==> src/rtl/rpin_pkg.sv <==
package rpin_pkg;

   localparam int unsigned SYNC_STAGES_DEF = 2;
   localparam int unsigned QUAL_MC_DEF     = 2;
   localparam int unsigned DRIVE_LEN_DEF   = 98;

   // bits needed to hold values 0..maxval
   function automatic int unsigned cnt_bits(input int unsigned maxval);
      return (maxval < 2) ? 1 : $clog2(maxval + 1);
   endfunction

endpackage

==> src/rtl/rpin_in_sync.sv <==
module rpin_in_sync #(
   parameter int unsigned STAGES = rpin_pkg::SYNC_STAGES_DEF
) (
   input  logic clk,
   input  logic rst_n,
   input  logic d,
   output logic q
);

   initial begin
      if (STAGES > 8) $error("rpin_in_sync: STAGES must not exceed 8");
   end

   generate
      if (STAGES == 0) begin : g_bypass
         assign q = d;
      end else begin : g_chain
         logic chain_q [STAGES];

         always_ff @(posedge clk or negedge rst_n) begin
            if (!rst_n) begin
               for (int i = 0; i < STAGES; i++) chain_q[i] <= 1'b0;
            end else begin
               chain_q[0] <= d;
               for (int i = 1; i < STAGES; i++) chain_q[i] <= chain_q[i-1];
            end
         end

         assign q = chain_q[STAGES-1];
      end
   endgenerate

endmodule

==> src/rtl/rpin_qualify.sv <==
module rpin_qualify #(
   parameter int unsigned QUAL_MC = rpin_pkg::QUAL_MC_DEF
) (
   input  logic clk,
   input  logic rst_n,
   input  logic lvl,
   input  logic mc_tick,
   output logic qual_rst
);

   localparam int unsigned CW = rpin_pkg::cnt_bits(QUAL_MC);
   localparam logic [CW-1:0] LAST_V = CW'(QUAL_MC - 1);

   initial begin
      if (QUAL_MC < 1) $error("rpin_qualify: QUAL_MC must be at least 1");
   end

   logic [CW-1:0] cnt_q;
   logic          rst_q;

   always_ff @(posedge clk or negedge rst_n) begin
      if (!rst_n) begin
         cnt_q <= '0;
         rst_q <= 1'b0;
      end else if (!lvl) begin
         cnt_q <= '0;
         rst_q <= 1'b0;
      end else if (mc_tick && !rst_q) begin
         if (cnt_q == LAST_V) begin
            rst_q <= 1'b1;
         end else begin
            cnt_q <= cnt_q + 1'b1;
         end
      end
   end

   assign qual_rst = rst_q;

   assert_rise_on_tick_R2: assert property (@(posedge clk) disable iff (!rst_n)
      $rose(rst_q) |-> ($past(mc_tick) && $past(lvl)));

   assert_low_clears_R3: assert property (@(posedge clk) disable iff (!rst_n)
      !lvl |=> (cnt_q == '0 && !rst_q));

endmodule

==> src/rtl/rpin_drive.sv <==
module rpin_drive #(
   parameter int unsigned DRIVE_LEN = rpin_pkg::DRIVE_LEN_DEF
) (
   input  logic clk,
   input  logic rst_n,
   input  logic wdt_expire,
   input  logic drive_dis,
   output logic drive_on
);

   localparam int unsigned CW = rpin_pkg::cnt_bits(DRIVE_LEN);
   localparam logic [CW-1:0] LEN_V = CW'(DRIVE_LEN);

   initial begin
      if (DRIVE_LEN < 1) $error("rpin_drive: DRIVE_LEN must be at least 1");
   end

   logic [CW-1:0] cnt_q;

   always_ff @(posedge clk or negedge rst_n) begin
      if (!rst_n) begin
         cnt_q <= '0;
      end else if (drive_dis) begin
         cnt_q <= '0;
      end else if (wdt_expire) begin
         cnt_q <= LEN_V;
      end else if (cnt_q != '0) begin
         cnt_q <= cnt_q - 1'b1;
      end
   end

   assign drive_on = (cnt_q != '0);

   assert_load_len_R5: assert property (@(posedge clk) disable iff (!rst_n)
      (wdt_expire && !drive_dis) |=> (cnt_q == LEN_V));

   assert_count_down_R5: assert property (@(posedge clk) disable iff (!rst_n)
      (cnt_q > 1 && !wdt_expire && !drive_dis) |=> (cnt_q == $past(cnt_q) - 1'b1));

   assert_disable_R6: assert property (@(posedge clk) disable iff (!rst_n)
      drive_dis |=> !drive_on);

endmodule

==> src/rtl/rpin_ctrl.sv <==
module rpin_ctrl #(
   parameter int unsigned SYNC_STAGES = rpin_pkg::SYNC_STAGES_DEF,
   parameter int unsigned QUAL_MC     = rpin_pkg::QUAL_MC_DEF,
   parameter int unsigned DRIVE_LEN   = rpin_pkg::DRIVE_LEN_DEF
) (
   input  logic clk,
   input  logic rst_n,
   input  logic mc_tick,
   input  logic pin_in,
   input  logic wdt_expire,
   input  logic drive_dis,
   output logic core_rst,
   output logic pin_oe,
   output logic pin_out
);

   logic pin_sync;
   logic drive_on;
   logic lvl_eff;

   rpin_in_sync #(.STAGES(SYNC_STAGES)) u_sync (
      .clk   (clk),
      .rst_n (rst_n),
      .d     (pin_in),
      .q     (pin_sync)
   );

   rpin_drive #(.DRIVE_LEN(DRIVE_LEN)) u_drive (
      .clk        (clk),
      .rst_n      (rst_n),
      .wdt_expire (wdt_expire),
      .drive_dis  (drive_dis),
      .drive_on   (drive_on)
   );

   // own drive overrides the pad read-back
   assign lvl_eff = drive_on | pin_sync;

   rpin_qualify #(.QUAL_MC(QUAL_MC)) u_qual (
      .clk      (clk),
      .rst_n    (rst_n),
      .lvl      (lvl_eff),
      .mc_tick  (mc_tick),
      .qual_rst (core_rst)
   );

   assign pin_oe  = drive_on;
   assign pin_out = drive_on;

   assert_drive_holds_rst_R9: assert property (@(posedge clk) disable iff (!rst_n)
      (pin_oe && core_rst) |=> (core_rst || !$past(pin_oe)));

endmodule

==> config.mk <==
export PLATFORM = sky130hd
export DESIGN_NAME = rpin_ctrl
export DESIGN_NICKNAME = d
export VERILOG_FILES = /design/src/rtl/rpin_pkg.sv /design/src/rtl/rpin_in_sync.sv /design/src/rtl/rpin_qualify.sv /design/src/rtl/rpin_drive.sv /design/src/rtl/rpin_ctrl.sv
export SDC_FILE = /design/constraint.sdc
export NUM_CORES = 1
export LEC_CHECK = 0
export ABC_AREA = 1
export BUFFER_PORTS_ARGS = -buffer_cell sky130_fd_sc_hd__buf_2
export CAP_MARGIN = 20
export CELL_PAD_IN_SITES_DETAIL_PLACEMENT = 1
export CELL_PAD_IN_SITES_GLOBAL_PLACEMENT = 2
export CORE_MARGIN = 2
export CORE_UTILIZATION = 34
export DETAILED_ROUTE_END_ITERATION = 12
export PLACE_DENSITY_LB_ADDON = 0.1
export SYNTH_ARGS = -nofsm -noshare
export SYNTH_HDL_FRONTEND = slang
export SYNTH_SLANG_ARGS = --single-unit
==> constraint.sdc <==
create_clock -name clk -period 2 [get_ports clk]
set_clock_uncertainty 0.05 [all_clocks]
set_input_delay 0.3 -clock clk [delete_from_list [all_inputs] [get_ports clk]]
set_output_delay 0.3 -clock clk [all_outputs]
set_load 0.02 [all_outputs]
Yosys cells after proc, flatten, opt, wreduce, memory -nomap -nowiden --
Index checks and enable logic that the tools add are counted. Widths: inputs -> output; s select.
Word-level totals: register bits after elaboration 12, input port bits 6, output and inout port bits 3, logic and storage cells 27
Cells by class: add/sub/neg operators 2, eq/ne operators 4, mux-type cells 9, bitwise gates (word level) 1, reductions and logical operators 6
Operator list (count):
- $mux 7 | 3
- $reduce_bool 7->1 | 1
- $sub 7x1->7 const B | 1
- $mux 2 | 3
- $ne 2x2->1 const B | 3
- $reduce_and 2->1 | 2
- $mux 1 | 3
- $reduce_bool 3->1 | 1
- $add 2x1->2 const B | 1
- $eq 2x1->1 const B | 1
- $logic_and 1x1->1 | 1
- $logic_not 1->1 | 1
- $or 1x1->1 | 1

Longest topological paths before layout --
depth after elaboration 4, depth in mapped cells 9, mapped depth without buffers 9

Modules after synthesis --
From an unflattened synthesis, not the netlist that was laid out.
Unflattened totals: cell total of the unflattened synthesis 82, area total of the unflattened synthesis 635.6 sq um
Modules (own cells, without submodules):
- rpin_drive | instances 1, cells an instance 55, area an instance 411.6 sq um, sequential area each 175.2 sq um
- rpin_qualify | instances 1, cells an instance 21, area an instance 155.1 sq um, sequential area each 75.1 sq um
- rpin_in_sync | instances 1, cells an instance 2, area an instance 50.0 sq um, sequential area each 50.0 sq um
- rpin_ctrl | instances 1, cells an instance 4, area an instance 18.8 sq um, sequential area each 0.0 sq um

Least setup slack after synthesis --
No wires, ideal clock.
kind reg2out, start register u_drive.cnt_q[0], end output pin_out, data arrival time 1185 ps, data required time 1650 ps, path slack 465 ps, stages on the path, launching flop included 7, buffers on the path 1, path through dfrtp_1 -> inv_1 -> ha_1 -> inv_2 -> nor2_4 -> nand3_4 -> buf_4
Between the ends: cells in the longest elaborated chain, start to end 1
RTL lines:
- from (decl) | RTL line rpin_drive.sv:18 | logic [CW-1:0] cnt_q;
- from (signal assigned) | RTL line rpin_drive.sv:28 | cnt_q <= cnt_q - 1'b1;
- $reduce_bool 7->1 | RTL line rpin_drive.sv:32 | assign drive_on = (cnt_q != '0);
- to (decl) | RTL line rpin_ctrl.sv:14 | output logic pin_out
Every way passes these cells.

Worst setup path after layout --
start register u_drive.cnt_q[0], end output pin_oe
Between the ends: cells in the longest elaborated chain, start to end 1
RTL lines:
- $reduce_bool 7->1 | RTL line rpin_drive.sv:32
- to (decl) | RTL line rpin_ctrl.sv:13 | output logic pin_oe,
Every way passes these cells.

==> qor.yml <==
run_status:
  status: "finished clean"
timing:
  slew_headroom_pct: 80.55
  worstMarginPinSlew_ps: 289.5
  setup_viol: 0
  final_hold_viol_count: 0
  rsz0062_at_grt: "no"
  finalSetupTns_ps: 0
  fin_hold_ws_ps: 83.94
  fmax_mhz: 526.0
  fin_crit_sh_pct: 95.05
  fin_crit_ps: 1901
  final_max_slew_viol_count: 0
clock_tree:
  post-cts-setup-buffers: 0
  cts_tree: "built"
  hold_buffers: 1
  cts.reportedPaths.clkPinSlew_ps: 90
  cts-root-buf: "clkbuf_4"
  clock_latency_ps: 280
  post_cts_resized: 0
  clock-sinks: 12
  clk_path_buf_depth: 2
  h-tree-depth: 1
  cts_buffers: 3
worst_hold_path:
  hp-class: "input port to flop"
drt:
  ant_nets: 0
  vias: 498
  drc: 0
  viasPerCell: 4.569
  routed_wl_um: 1217
  drt_first_pass_iters: 2
  drt_iter0_drc: 5
  wl_per_cell_um: 11.17
grt:
  gr-usage-all-layers_pct: 13.87
  grt_max_degree: 13
  antenna_found_initial: 0
  grt_pass1_wl_um: 2028
  grt_pass1_vias: 461
  overflow: 0
flow_run:
  cap_violations: 0
power:
  ir_drop_uv: 457.9
  p_leak_nw: 0.3615
  powerDensity_mw_per_mm2: 1040
logic_synthesis:
  yosys-top-cells-area: "dfrtp_1, nand2_1, inv_1, nor2_1, nor2_4"
  ys_types: 18
  synth-seq-cells: 12
  synth_top_area_share_pct: 48.58
  seq_area_frac_synth_pct: 48.58
  yosys_warnings: 0
  syn_inst: 72
  syn_area_per_cell_sq_um: 8.585
  netlist_area_sq_um: 618.1
  synth_top_cell_by_area: "dfrtp_1"
  syn-num-nets: 80
cells_and_area:
  final_util_pct: 42.17
  multi_input_area_sq_um: 269.0
  ff_latch_area_sq_um: 300.3
  fin_area_sq_um: 728.2
  synthToLayoutAreaGrowth_pct: 17.81
  antenna_cells: 0
  nets: 93
  drive_gt1_share_pct: 21.43
  fillers: 215
  layout.cells.non_filler: 109
die:
  die_w_um: 46.64
  core_sq_mm: 0.001727
  placementRows: 15
  start_util_pct: 35.80
  ios: 9
  design.die.area_sq_mm: 0.002175
  die_h_um: 46.64
place:
  placed_area_sq_um: 681.9
  gp_congestion: 0.7097
  hpwl_um: 950.6
  placed_cells: 104
  port_buffers: 8
worst_setup_path:
  worstPathArrival_ps: 1550
  endpoint_kind: "primary output"
  crit_type: "flop to primary output"
  crit_required_ps: 1650
  worstPathMaxFanout: 9
  start_kind: "flop"
-- cells in the mapped netlist --
master	n
nor2_2	1
nand4_1	1
a21oi_1	5
o21ai_1	1
nor2_1	10
nand3b_1	1
inv_1	10
nand3_1	3
nor2_4	3
inv_2	1
nand2_1	14
o21ai_0	2
buf_4	1
ha_1	2
dfrtp_1	12
nand3_4	1
nor3_1	2
xor2_1	2
-- registers in the layout, indices dropped and copies added (netlist names) --
register	cells
u_drive.cnt_q	7
u_sync.g_chain.chain_q	1
u_sync.q	1
u_qual.cnt_q	2
u_qual.qual_rst	1
-- routing by layer --
metal	up-vias	routed length, um	global-route usage, %	part of all wire [%]
li1	251	-	-	-
met1	238	640	19.18	53
met2	7	531	20.00	44
met3	2	28	2.353	2.3
met4	0	18	8.333	1.5
met5	-	0	0	0
-- where the power goes --
| part | internal [W] | switching (W) | leakage, nW |
|---|---|---|---|
| sequential | 0.000288 | 0.0000378 | 0.151 |
| clock | 0.000111 | 0.0000887 | 0.0210 |
| combinational | 0.0000926 | 0.000140 | 0.190 |
| total | 0.000491 | 0.000267 | 0.362 |
-- layout by cell type, fill, tap and decap left out, types with 2 or more instances in the layout --
cell	n
nand2_1	14
inv_1	10
nor2_1	10
o21ai_0	2
nand3_1	3
xor2_1	2
nor3_1	2
ha_1	2
a21oi_1	5
clkbuf_4	3
dfrtp_1	12
buf_2	8
nor2_4	3
-- critical path: stages (launching register included) --
cell	delay, ps
dfrtp_1	390
inv_1	120
ha_1	250
inv_2	70
nor2_4	90
nand3_4	140
buf_2	200
-- logic make-up (layout without fill, tap and decap cells) --
| logic type | after synthesis | in the layout | share of synthesized area, % |
|---|---|---|---|
| AOI/OAI and AO/OA | 8 | 8 | 6.476 |
| xor gates and xnor gates | 2 | 2 | 2.835 |
| adders and majority gates | 2 | 2 | 4.048 |
| buffers and inverters | 12 | 24 | 7.895 |
| DFF | 12 | 12 | 48.58 |
| and+or+nand+nor | 36 | 36 | 30.16 |
-- path summary, 6_finish.rpt --
path / start / slack [ps] / cells past startpoint / to
setup / recovery: u_drive.cnt_q[0] / 100 / 6 / pin_oe
hold / removal: pin_in / 80 / 1 / u_sync.g_chain.chain_q[1]
setup reg to reg: u_drive.cnt_q[0] / 510 / 9 / u_drive.cnt_q[5]
hold reg to reg: u_sync.g_chain.chain_q[1] / 310 / 0 / u_sync.q
max in group asynchronous: rst_n / 1300 / 2 / u_qual.cnt_q[0]
min in group asynchronous: rst_n / 370 / 2 / u_drive.cnt_q[4]
-- stage by stage --
step,setup slack [ps],power [W]
after floorplan,465.1,0.0005032
after global placement,465.1,0.0005591
after CTS,95.75,0.0007701
after detailed placement,412.9,0.0005668
final,98.91,0.0007574
after global routing,20.54,0.0008214
-- final cells by class --
type                            count  area share (%)
Clock buffer                        4           4.983
Inverter                           11           5.670
Multi-Input combinational cell     48           36.94
Sequential cell                    12           41.24
Tap cell                           25           4.296
Timing Repair Buffer                9           6.873
Note: power is estimated with default switching activity, not from simulation.
